File: config.mk
export PLATFORM = sky130hd
export DESIGN_NAME = intc32_top
export DESIGN_NICKNAME = d
export VERILOG_FILES = /design/src/rtl/intc32_pkg.sv /design/src/rtl/intc32_sync.sv /design/src/rtl/intc32_trig.sv /design/src/rtl/intc32_regs.sv /design/src/rtl/intc32_route.sv /design/src/rtl/intc32_top.sv
export SDC_FILE = /design/constraint.sdc
export NUM_CORES = 1
export LEC_CHECK = 0
export BUFFER_PORTS_ARGS = -buffer_cell sky130_fd_sc_hd__buf_2
export CAP_MARGIN = 25
export CELL_PAD_IN_SITES_DETAIL_PLACEMENT = 1
export CELL_PAD_IN_SITES_GLOBAL_PLACEMENT = 1
export CORE_MARGIN = 2
export CORE_UTILIZATION = 48
export DETAILED_ROUTE_END_ITERATION = 10
export PLACE_DENSITY = 0.84
export SLEW_MARGIN = 20
export SYNTH_ARGS = -nofsm -noshare
export SYNTH_HDL_FRONTEND = slang
export SYNTH_SLANG_ARGS = --single-unit
File: constraint.sdc
create_clock -name clk -period 2.5 [get_ports clk]
set_input_delay 0.375 -clock clk [delete_from_list [all_inputs] [get_ports clk]]
set_output_delay 0.375 -clock clk [all_outputs]
set_load 0.03 [all_outputs]
File: src/rtl/intc32_pkg.sv
package intc32_pkg;

    // Word index (byte address bits 4:2) of each software-visible word.
    typedef enum logic [2:0] {
        WD_ENA  = 3'd0,
        WD_RAW  = 3'd1,
        WD_STAT = 3'd2,
        WD_POL  = 3'd3,
        WD_TYP  = 3'd4,
        WD_FSEL = 3'd5
    } word_e;

    localparam int unsigned WORD_IDX_W = 3;

endpackage

File: src/rtl/intc32_sync.sv
module intc32_sync #(
    parameter int unsigned N = 32
) (
    input  logic         clk,
    input  logic         rst_n,
    input  logic [N-1:0] async_i,
    output logic [N-1:0] sync_o
);

    typedef struct packed {
        logic [N-1:0] stage1;
        logic [N-1:0] stage2;
    } sync_t;

    sync_t s_d, s_q;

    always_comb begin
        s_d        = s_q;
        s_d.stage1 = async_i;
        s_d.stage2 = s_q.stage1;
    end

    always_ff @(posedge clk or negedge rst_n) begin
        if (!rst_n) s_q <= '0;
        else        s_q <= s_d;
    end

    assign sync_o = s_q.stage2;

endmodule

File: src/rtl/intc32_trig.sv
module intc32_trig #(
    parameter int unsigned N = 32
) (
    input  logic         clk,
    input  logic         rst_n,
    input  logic [N-1:0] sync_i,
    input  logic [N-1:0] pol_i,
    input  logic [N-1:0] typ_i,
    input  logic [N-1:0] ack_i,
    output logic [N-1:0] raw_o,
    output logic [N-1:0] evt_o
);

    typedef struct packed {
        logic [N-1:0] prev;
        logic [N-1:0] latch;
    } trig_t;

    trig_t t_d, t_q;
    logic [N-1:0] lvl_now;
    logic [N-1:0] lvl_old;

    // Polarity applied to both current and previous samples, so a polarity
    // change on a steady line never looks like a transition.
    for (genvar i = 0; i < N; i++) begin : g_bit
        assign lvl_now[i] = sync_i[i] ~^ pol_i[i];
        assign lvl_old[i] = t_q.prev[i] ~^ pol_i[i];
        assign evt_o[i]   = lvl_now[i] & ~lvl_old[i];
        assign raw_o[i]   = typ_i[i] ? t_q.latch[i] : lvl_now[i];
    end

    always_comb begin
        t_d       = t_q;
        t_d.prev  = sync_i;
        // New event wins over an acknowledge in the same cycle.
        t_d.latch = typ_i & (evt_o | (t_q.latch & ~ack_i));
    end

    always_ff @(posedge clk or negedge rst_n) begin
        if (!rst_n) t_q <= '0;
        else        t_q <= t_d;
    end

endmodule

File: src/rtl/intc32_regs.sv
module intc32_regs
    import intc32_pkg::*;
#(
    parameter int unsigned N  = 32,
    parameter int unsigned AW = 5
) (
    input  logic          clk,
    input  logic          rst_n,
    input  logic          bus_we,
    input  logic [AW-1:0] bus_addr,
    input  logic [N-1:0]  bus_wdata,
    input  logic [N-1:0]  raw_i,
    input  logic [N-1:0]  stat_i,
    output logic [N-1:0]  bus_rdata,
    output logic [N-1:0]  ena_o,
    output logic [N-1:0]  pol_o,
    output logic [N-1:0]  typ_o,
    output logic [N-1:0]  fsel_o,
    output logic [N-1:0]  ack_o
);

    localparam int unsigned SEL_W = AW - 2;

    typedef struct packed {
        logic [N-1:0] ena;
        logic [N-1:0] pol;
        logic [N-1:0] typ;
        logic [N-1:0] fsel;
    } cfg_t;

    cfg_t c_d, c_q;
    logic [SEL_W-1:0] sel;

    assign sel = bus_addr[AW-1:2];

    always_comb begin
        c_d   = c_q;
        ack_o = '0;
        if (bus_we) begin
            case (sel)
                SEL_W'(WD_ENA):  c_d.ena  = bus_wdata;
                SEL_W'(WD_RAW):  ack_o    = bus_wdata;
                SEL_W'(WD_POL):  c_d.pol  = bus_wdata;
                SEL_W'(WD_TYP):  c_d.typ  = bus_wdata;
                SEL_W'(WD_FSEL): c_d.fsel = bus_wdata;
                default: ;
            endcase
        end
    end

    always_comb begin
        case (sel)
            SEL_W'(WD_ENA):  bus_rdata = c_q.ena;
            SEL_W'(WD_RAW):  bus_rdata = raw_i;
            SEL_W'(WD_STAT): bus_rdata = stat_i;
            SEL_W'(WD_POL):  bus_rdata = c_q.pol;
            SEL_W'(WD_TYP):  bus_rdata = c_q.typ;
            SEL_W'(WD_FSEL): bus_rdata = c_q.fsel;
            default:         bus_rdata = '0;
        endcase
    end

    always_ff @(posedge clk or negedge rst_n) begin
        if (!rst_n) c_q <= '0;
        else        c_q <= c_d;
    end

    assign ena_o  = c_q.ena;
    assign pol_o  = c_q.pol;
    assign typ_o  = c_q.typ;
    assign fsel_o = c_q.fsel;

endmodule

File: src/rtl/intc32_route.sv
module intc32_route #(
    parameter int unsigned N = 32
) (
    input  logic         clk,
    input  logic         rst_n,
    input  logic [N-1:0] stat_i,
    input  logic [N-1:0] fsel_i,
    output logic         irq_o,
    output logic         fiq_o
);

    typedef struct packed {
        logic irq;
        logic fiq;
    } req_t;

    req_t r_d, r_q;

    always_comb begin
        r_d     = r_q;
        r_d.irq = |(stat_i & ~fsel_i);
        r_d.fiq = |(stat_i & fsel_i);
    end

    always_ff @(posedge clk or negedge rst_n) begin
        if (!rst_n) r_q <= '0;
        else        r_q <= r_d;
    end

    assign irq_o = r_q.irq;
    assign fiq_o = r_q.fiq;

endmodule

File: src/rtl/intc32_top.sv
module intc32_top #(
    parameter int unsigned N  = 32,
    parameter int unsigned AW = 5
) (
    input  logic          clk,
    input  logic          rst_n,
    input  logic          bus_we,
    input  logic [AW-1:0] bus_addr,
    input  logic [N-1:0]  bus_wdata,
    output logic [N-1:0]  bus_rdata,
    input  logic [N-1:0]  src_in,
    output logic          irq_o,
    output logic          fiq_o
);

    logic [N-1:0] sync_w;
    logic [N-1:0] ena_w;
    logic [N-1:0] pol_w;
    logic [N-1:0] typ_w;
    logic [N-1:0] fsel_w;
    logic [N-1:0] ack_w;
    logic [N-1:0] raw_w;
    logic [N-1:0] evt_w;
    logic [N-1:0] stat_w;

    intc32_sync #(.N(N)) u_sync (
        .clk     (clk),
        .rst_n   (rst_n),
        .async_i (src_in),
        .sync_o  (sync_w)
    );

    intc32_trig #(.N(N)) u_trig (
        .clk    (clk),
        .rst_n  (rst_n),
        .sync_i (sync_w),
        .pol_i  (pol_w),
        .typ_i  (typ_w),
        .ack_i  (ack_w),
        .raw_o  (raw_w),
        .evt_o  (evt_w)
    );

    assign stat_w = raw_w & ena_w;

    intc32_regs #(.N(N), .AW(AW)) u_regs (
        .clk       (clk),
        .rst_n     (rst_n),
        .bus_we    (bus_we),
        .bus_addr  (bus_addr),
        .bus_wdata (bus_wdata),
        .raw_i     (raw_w),
        .stat_i    (stat_w),
        .bus_rdata (bus_rdata),
        .ena_o     (ena_w),
        .pol_o     (pol_w),
        .typ_o     (typ_w),
        .fsel_o    (fsel_w),
        .ack_o     (ack_w)
    );

    intc32_route #(.N(N)) u_route (
        .clk    (clk),
        .rst_n  (rst_n),
        .stat_i (stat_w),
        .fsel_i (fsel_w),
        .irq_o  (irq_o),
        .fiq_o  (fiq_o)
    );

endmodule

Yosys cells after proc, flatten, opt, wreduce, memory -nomap -nowiden
Index checks and enable logic that the tools add are counted.
{ "op_classes": {"addsub": 0, "n_mul": 0, "div": 0, "order_cmp": 0, "n_eq_ne": 5, "shift": 0, "mux": 35, "bitwise_logic": 136, "reduce_logical": 7} }
{ "ops": {"columns": ["cell", "count"], "rows": [
  ["32-bit one-hot mux with 6 select lines", 1],
  ["32-bit bitwise AND", 5],
  ["32-bit 2-to-1 mux", 2],
  ["32-bit NOT", 2],
  ["32-bit OR reduction", 2],
  ["1-bit bitwise XNOR", 64],
  ["1-bit bitwise AND", 32],
  ["1-bit 2-to-1 mux", 32],
  ["1-bit NOT", 32],
  ["32-bit OR", 1],
  ["2-bit AND reduction", 4],
  ["3-bit by 2-bit == test with 1-bit output, second input constant", 2],
  ["3-bit == test, second input constant", 2],
  ["3-bit by 1-bit == test with 1-bit output, second input constant", 1],
  ["3-bit logical NOT", 1]
]} }
{ "totals": {"ff_bits": 258, "latch_bits": 0, "mem_bits_rw": 0, "mem_bits_ro": 0, "word_cells": 193, "n_memories": 0} }

Logic depth before layout (Yosys ltp)
Gate-level depths: netlist of run 1.
{ "depth": {"word_depth": 7, "ltp_mapped": 9, "mapped_depth_nobuf": 6} }

Modules after synthesis
A second synthesis of run 1 with hierarchy kept.
{ "hier_totals": {"hier_cells": 1090, "area_unflattened_um2": 12963.7} }
{ "modules_own_cells": {"columns": ["module", "n_inst", "cells_each", "area_per_inst_um2"], "rows": [
  ["intc32_regs", 1, 535, 6785.3],
  ["intc32_trig", 1, 383, 3917.5],
  ["intc32_sync", 1, 64, 1601.5],
  ["intc32_route", 1, 76, 459.2],
  ["intc32_top", 1, 32, 200.2]
]} }

Worst setup path after synthesis of run 1
No wires, ideal clock.
{ "synth_timing": {"kind": "input to output", "start": "input bus_addr[2]", "end": "output bus_rdata[30]", "arrival_ns": 1.853, "path_slack_ns": 0.272, "stages": 6, "path_cell_list": "buf_2 nand2b_1 nor2_1 clkbuf_1 a21oi_1 o21ai_0"} }
{ "synth_via": {"elab_chain_len": 2, "word_cells_on_any_way": 7} }
{ "synth_rtl": {"columns": ["element", "line_no", "source"], "rows": [
  ["from (decl)", "intc32_top.sv:8", "input logic [AW-1:0] bus_addr,"],
  ["3-bit == test, or another cell as far along", "intc32_regs.sv:52", "case (sel)"],
  ["32-bit one-hot mux with 6 select lines (*)", "intc32_regs.sv:52", null],
  ["to (decl)", "intc32_top.sv:10", "output logic [N-1:0] bus_rdata,"]
]} }
Mark *: on every way between the ends. The rest lies on a longest branch, timed or not.

Worst setup path after layout of run 1
{ "layout_timing": {"start": "register u_sync.s_q (netlist bit u_sync.sync_o[31])", "end": "output bus_rdata[31]"} }
{ "layout_via": {"elab_chain_len": 4} }
{ "layout_rtl": {"columns": ["element", "line_no", "source"], "rows": [
  ["from (decl)", "intc32_sync.sv:15", "sync_t s_d, s_q;"],
  ["from (signal assigned)", "intc32_sync.sv:24", "if (!rst_n) s_q <= '0;"],
  ["from (signal assigned)", "intc32_sync.sv:25", "else s_q <= s_d;"],
  ["1-bit bitwise XNOR (*)", "intc32_trig.sv:26", "assign lvl_now[i] = sync_i[i] ~^ pol_i[i];"],
  ["1-bit 2-to-1 mux (*)", "intc32_trig.sv:29", "assign raw_o[i] = typ_i[i] ? t_q.latch[i] : lvl_now[i];"],
  ["32-bit bitwise AND", "intc32_top.sv:44", "assign stat_w = raw_w & ena_w;"],
  ["32-bit one-hot mux with 6 select lines (*)", "intc32_regs.sv:52", null]
]} }
Marks and branches as above.

==> metrics.md, run 1 <==
| Metric | Value |
|---|---|
| Max-cap violation count | `0` |
| Async set or reset register ratio after synthesis | `1.00` |
| Die width | `around 160 um` |
| Vias in the first global route | `roughly 11000` |
| Crit path DAT | `approximately 2.2 ns` |
| Starting Density | `0.485` |
| Final nets | `about 1300` |
| Layout area overhead | `22.7%` |
| Reg2Reg Setup Slack | `~0.19 ns` |
| Via density | `roughly 6.3` |
| Hold Startpoint | `bus_wdata[8]` |
| HP Class | `primary input to flop` |
| Syn_nets | `around 1100` |
| Pwr Density | `~900 mW/mm^2` |
| Leading area contributor after synthesis | `dfrtp_1` |
| Hold endpoint | `u_regs.typ_o[8]` |
| Antenna-violating nets left | `0` |
| Die area | `about 0.026 sq mm` |
| Placed Area | `around 0.013 sq mm` |
| PnR Total Power | `between 10000 and 15000 uW` |
| Area share of the largest cell type after synthesis | `0.550` |
| H-tree depth | `1` |
| Post-synthesis cell count | `approximately 1100` |
| Diode count | `0` |
| Initial antenna violation count | `0` |
| Core area | `approximately 0.024 sq mm` |
| Fin crit share | `1.02` |
| Share of layout cells above drive strength 1 | `0.290` |
| Achievable Freq | `around 400 MHz` |
| Minimum clock period after layout | `2.55 ns` |
| Synth unique cells | `54` |
| Post-route DRC | `0` |
| Total GRT Usage | `0.303` |
| Post-synthesis adder-cell area fraction | `0` |
| Syn_area_per_cell | `~11 sq um` |
| List of most frequent post-synthesis cells | `dfrtp_1, mux2_2, nand2_1, a21oi_1, nor2_1` |
| TNS Setup | `-0.0458 ns` |
| Largest family of logic cells by synthesized area | `compound AO/OA/AOI/OAI gates` |
| Xor and xnor area share after synthesis | `0.0104` |
| Initial DRC count | `~840` |
| IO Count | `~110` |
| First-pass GRT wire length | `about 60000 um` |
| Mux share of post-synthesis cell area | `0.121` |
| Largest net degree at the start of global routing | `65` |
| # port buffers | `between 100 and 150` |
| Worst Setup Start Kind | `flop` |
| Clock Latency Late Sink | `~0.55 ns` |
| Worst vdd ir | `about 0.52 mV` |
| Compound-Gate Fraction of Synth Area | `0.156` |
| CTS tree | `yes` |
| Hold Vio Cnt, Final | `0` |
| Failing checks | `setup timing` |
| Slew @ Worst Pin | `between 0.6 and 0.7 ns` |
| Number of synthesized flops with an enable pin | `0` |
| Rows | `57` |
| Ys flop type | `dfrtp_1` |
| Post-Synthesis Cell Area | `0.0117 sq mm` |
| FF-to-FF End | `u_route.fiq_o` |
| Fraction of the yosys area taken by sequential cells | `0.550` |
| Reg-to-reg startpoint | `u_regs.ena_o[18]` |
| WL/cell | `approximately 25 um` |
| Clock slew at reported path FFs | `approximately 0.060 ns` |
| Cts bufs inserted | `28` |
| RSZ-0062 raised after global routing | `true` |
| Crit path from | `u_sync.sync_o[31]` |
| Largest cells by area after synthesis | `dfrtp_1, mux2_2, a21oi_1, a22o_1, nand2_1` |
| Min-Delay Path Depth | `2` |
| Crit path setup slack, layout | `-0.0458 ns` |
| Final wirelength | `39000 um` |
| Setup Skew | `about 0.010 ns` |
| Final Max Slew Viols | `0` |
| Grt total ovfl | `0` |
| Yosys reg bits | `between 200 and 300` |
| Total number of vias | `roughly 9900` |
| Root Driver | `clkbuf_16` |
| Layout fillers | `~2500` |
| Max clock buf depth | `3` |
| Pre-Repair DR Iteration Count | `8` |
| Fin area | `between 0.01 and 0.015 sq mm` |
| Synth warnings | `0` |
| WP data required | `about 2.1 ns` |
| Worst R2R Path Depth | `6` |
| Leakage Power | `~0.0061 uW` |
| Post-DP HPWL | `24600 um` |
| Post-Synth Simple-Gate Area | `0.140` |
| Clock Sinks | `258` |
| Crit end category | `primary output` |
| Run status | `complete, but fails checks` |
| Setup Viol. Count Final | `1` |
| Crit-path max FO | `4` |
| Die Y | `roughly 160 um` |
| Most numerous cell in the Yosys netlist | `dfrtp_1` |
| RePlAce Congestion | `between 0.9 and 1` |
| Hold WS | `0.124 ns` |
| Kind of critical path | `flop to primary output` |
| Relative slew slack | `0.561` |
-- final cells by class --
cell class | count | area, sq um | area share
Multi-Input combinational cell | 744 | 5160 | 0.358
Timing Repair Buffer | 172 | 1350 | 0.0935
Clock inverter | 4 | 45.0 | 0.00313
Tap cell | 324 | 405 | 0.0282
Sequential cell | 258 | 6460 | 0.449
Clock buffer | 48 | 897 | 0.0623
Inverter | 21 | 78.8 | 0.00548
-- registers in the layout (all words and copies together), names as in the netlist --
register	flops
u_sync.sync_o	32
u_regs.typ_o	32
u_route.fiq_o	1
u_route.irq_o	1
u_regs.pol_o	32
u_regs.ena_o	32
u_regs.fsel_o	32
u_trig.t_q	64
u_sync.s_d	32
-- power by group --
part	leakage [uW]	total, uW	switching (uW)	internal (uW)
Sequential	0.00310	5780	964	4820
Clock	0.000466	4190	1670	2520
Combinational	0.00255	2680	1470	1200
-- per-stage QoR --
| step | setup slack [ns] | instances | utilization |
|---|---|---|---|
| finish | -0.0458 | 1571 | 0.595 |
| global route | -0.0850 | 1571 | 0.595 |
| CTS | -0.0183 | 1567 | 0.589 |
| detailed placement | 0.134 | 1482 | 0.535 |
| global placement | 0.218 | 1482 | 0.535 |
| floorplan | 0.272 | 1068 | - |
-- cell usage in the layout (no fill, tap or decap), types with 33 or more instances in the layout --
cell type      netlist  final
nor2_1              85     81
buf_2               12     97
dfrtp_1            258    254
a21oi_1             85     69
nand2_1             90     90
o21ai_0             48     37
nand3_1             34     34
a22o_1              44     44
nor2b_1             38     37
mux2_2             125    125
dlygate4sd3_1        0     33
a221oi_1            36     36
-- critical path, cell delays in order (launching register included) --
cell     delay (ns)
dfrtp_2        0.45
xor2_2         0.21
nor2_2         0.15
a21oi_2        0.06
a21bo_2        0.21
o22a_1         0.17
o21ai_2        0.22
buf_6          0.16
-- per-layer routing --
layer  routed length (um)  vias to the layer above  global-route usage
li1                     -                     4253                   -
met1                15300                     5036               0.377
met2                19300                      434               0.518
met3                 2410                      137              0.0473
met4                 1930                        0               0.151
met5                    0                        -                   0
-- repair_timing --
item | CTS | global route
gates resized for setup | 17 | 33
setup buffers | 0 | 4
hold buffers | 33 | 0
endpoints found under the setup margin | 11 | 18
pin swaps | 0 | 10
endpoints found under the hold margin | 84 | 0
-- kinds of logic after synthesis --
kind of cell           after synthesis
flip-flops                         258
buffers and inverters               66
XOR/XNOR                            14
AND/OR/NAND/NOR                    334
AO/OA/AOI/OAI                      270
multiplexers                       126
-- worst max-delay path by stage --
stage          cells past startpoint             to
6_report                           7  bus_rdata[31]
5_1_grt                            7  bus_rdata[31]
4_1_cts                            7  bus_rdata[31]
3_5_place_dp                       7  bus_rdata[24]
3_3_place_gp                       7  bus_rdata[24]
2_1_floorplan                      6  bus_rdata[30]
(Power assumes the default switching activity.)
==> run 2: changes to the inputs <==
--- a/config.mk
+++ b/config.mk
@@ -13,6 +13,7 @@
 export CORE_UTILIZATION = 48
 export DETAILED_ROUTE_END_ITERATION = 10
 export PLACE_DENSITY = 0.84
+export SETUP_SLACK_MARGIN = 0.1
 export SLEW_MARGIN = 20
 export SYNTH_ARGS = -nofsm -noshare
 export SYNTH_HDL_FRONTEND = slang
==> constraint.sdc (replaced) <==
create_clock -name clk -period 2.5 [get_ports clk]
set_input_delay 0.25 -clock clk [delete_from_list [all_inputs] [get_ports clk]]
set_output_delay 0.25 -clock clk [all_outputs]
set_load 0.03 [all_outputs]
==> run 2 against run 1 <==
  * The flow now finishes without violations
  * Clock power down 5%
  * Maximum frequency is 6.6% higher
  * Sequential power hardly changed
  * Critical endpoint unchanged
  * Highest routed layer unchanged
  * Critical path type unchanged
==> metrics.md, run 2 (synthesis results as in run 1) <==
| Metric | Value |
|---|---|
| Run status | `finished, final reports clean` |
| Clock Latency Late Sink | `0.54 ns (about the same)` |
| Worst vdd ir | `0.584 mV (+13%)` |
| Reg-to-reg startpoint | `u_regs.pol_o[0]` |
| Kind of critical path | `flop to primary output` |
| Hold Vio Cnt, Final | `0 (unchanged)` |
| Total number of vias | `9898 (+0.39%)` |
| Root Driver | `clkbuf_16` |
| Achievable Freq | `419 MHz (+6.6%)` |
| Crit-path max FO | `5 (+1)` |
| Share of layout cells above drive strength 1 | `0.278 (-0.0127)` |
| Most flops, register | `u_trig.t_q` |
| CTS tree | `yes` |
| Antenna-violating nets left | `0 (unchanged)` |
| Grt total ovfl | `0 (unchanged)` |
| Pre-Repair DR Iteration Count | `5 (-3)` |
| Reg2Reg Setup Slack | `0.20 ns (about the same)` |
| First-pass GRT wire length | `60900 um (+0.31%)` |
| Initial antenna violation count | `0 (unchanged)` |
| Post-DP HPWL | `24900 um (+1.4%)` |
| Crit path DAT | `2.14 ns (-0.03 ns)` |
| Crit path to | `bus_rdata[31]` |
| Worst path top cell family by delay | `compound AO/OA/AOI/OAI gates` |
| Cell breakdown of the critical path | `xor2_1 -> nor2_1 -> a21oi_1 -> a21bo_2 -> o22a_1 -> o21ai_2 -> buf_6` |
| Relative slew slack | `0.502 (-0.0586)` |
| WP data required | `2.25 ns (+0.13 ns)` |
| WL/cell | `24.6 um (-0.93%)` |
| Starting Density | `0.485 (unchanged)` |
| Final wirelength | `38700 um (-0.74%)` |
| Clock slew at reported path FFs | `0.06 ns (about the same)` |
| Rows | `57 (unchanged)` |
| Min-Delay Path Depth | `3 (+1)` |
| Worst R2R Path Depth | `6 (unchanged)` |
| Final Max Slew Viols | `0 (unchanged)` |
| Fin crit share | `0.955 (-0.0630)` |
| RePlAce Congestion | `0.935 (-1.5%)` |
| Via density | `6.29 (+0.19%)` |
| Most frequent cells in the layout | `dfrtp_1, mux2_2, buf_2` |
| Die width | `160 um (unchanged)` |
| IO Count | `106 (unchanged)` |
| Clock Sinks | `258 (unchanged)` |
| Pwr Density | `867 mW/mm^2 (-1.4%)` |
| Placed cells | `1483 (+0.067%)` |
| Final nets | `1304 (+0.54%)` |
| Max clock buf depth | `3 (unchanged)` |
| RSZ-0062 raised after global routing | `true` |
| # port buffers | `103 (unchanged)` |
| H-tree depth | `1 (unchanged)` |
| WP depth | `7 (unchanged)` |
| HP Class | `primary input to flop` |
| Worst Setup Start Kind | `flop` |
| Crit path from | `u_regs.pol_o[31]` |
| Leading cell type in the layout, fill and taps excluded | `dfrtp_1` |
| Slowest CP cell | `dfrtp_2` |
| Largest net degree at the start of global routing | `63 (-3.1%)` |
| Max-cap violation count | `0 (unchanged)` |
| Setup Viol. Count Final | `0 (-1)` |
| Die area | `0.0257 sq mm (unchanged)` |
| Diode count | `0 (unchanged)` |
| Total GRT Usage | `0.303 (+0.000424)` |
| Cts bufs inserted | `28 (unchanged)` |
| Slew @ Worst Pin | `0.745 ns (+0.0955 ns)` |
| Setup Skew | `0.0102 ns (-0.000187 ns)` |
| FF-to-FF End | `u_route.irq_o` |
| Critical path buffers and inverters | `1 (unchanged)` |
| Max incr delay on CP | `0.44 ns (about the same)` |
| Die Y | `160 um (unchanged)` |
| TNS Setup | `0 ns (+0.0458 ns)` |
| Minimum clock period after layout | `2.39 ns (-0.158 ns)` |
| Post-route DRC | `0 (unchanged)` |
| Initial DRC count | `937 (+12%)` |
| Leakage Power | `0.00608 uW (-0.57%)` |
| Vias in the first global route | `10600 (-0.62%)` |
| Crit end category | `primary output` |
| Layout area overhead | `21.6%` |
| Cell Count, Final, Fillers Out | `1574 (+0.19%)` |
| Largest register FFs | `64 (unchanged)` |
| Core area | `0.0242 sq mm (unchanged)` |
==> run 2: layer usage <==
metal	GRT usage	routed length [um]	up-vias
li1	-	-	4265
met1	0.389	15400	5063
met2	0.500	18800	442
met3	0.0517	2570	128
met4	0.155	1900	0
met5	0	0	-
==> run 2: timing repair <==
item,CTS,global route
setup endpoints to repair,9,15
pin swaps,0,3
setup buffers,0,4
gates resized for setup,13,21
endpoints found under the hold margin,104,0
hold buffers,39,0
==> run 2: area by class of cell <==
class	count	area, sq um
flip-flops and latches	258	6460
inverters	21	78.8
well taps	324	405
clock buffers	45	826
clock inverters	3	40.0
fillers	2545	9900
repair buffers	179	1360
multi-input cells	744	5100
==> run 2: worst min-delay path, stage by stage <==
cell and delay [ns]:
buf_2 0.13, nand2_1 0.06, o21ai_0 0.07
==> run 2: power by group <==
part           internal, uW  total, uW  switching, uW
Combinational          1170       2590           1420
Sequential             4820       5780            958
Clock                  2340       4000           1670
==> run 2: how the worst min path moves through the flow <==
stage                             start                end  slack [ns]
final                     bus_wdata[19]   u_regs.ena_o[19]       0.003
after global routing       bus_wdata[3]    u_regs.typ_o[3]        0.01
after CTS                  bus_wdata[7]    u_regs.ena_o[7]      0.0007
after detailed placement          rst_n  u_sync.sync_o[18]        0.24
after global placement            rst_n     u_sync.s_d[18]        0.24
after floorplan                   rst_n    u_regs.ena_o[0]       -0.05
==> run 2: stage by stage <==
stage | instance area [sq um] | power [uW] | setup WS [ns] | hold slack (ns) | utilization
after floorplan | 11700 | 7130 | 0.471 | -0.0456 | -
after global placement | 12900 | 7970 | 0.386 | 0.241 | 0.533
after detailed placement | 12900 | 8160 | 0.363 | 0.244 | 0.533
after CTS | 14200 | 12300 | 0.0395 | 0.000700 | 0.587
after global routing | 14300 | 12900 | 0.0138 | 0.0104 | 0.590
final | 14300 | 12400 | 0.112 | 0.00323 | 0.590
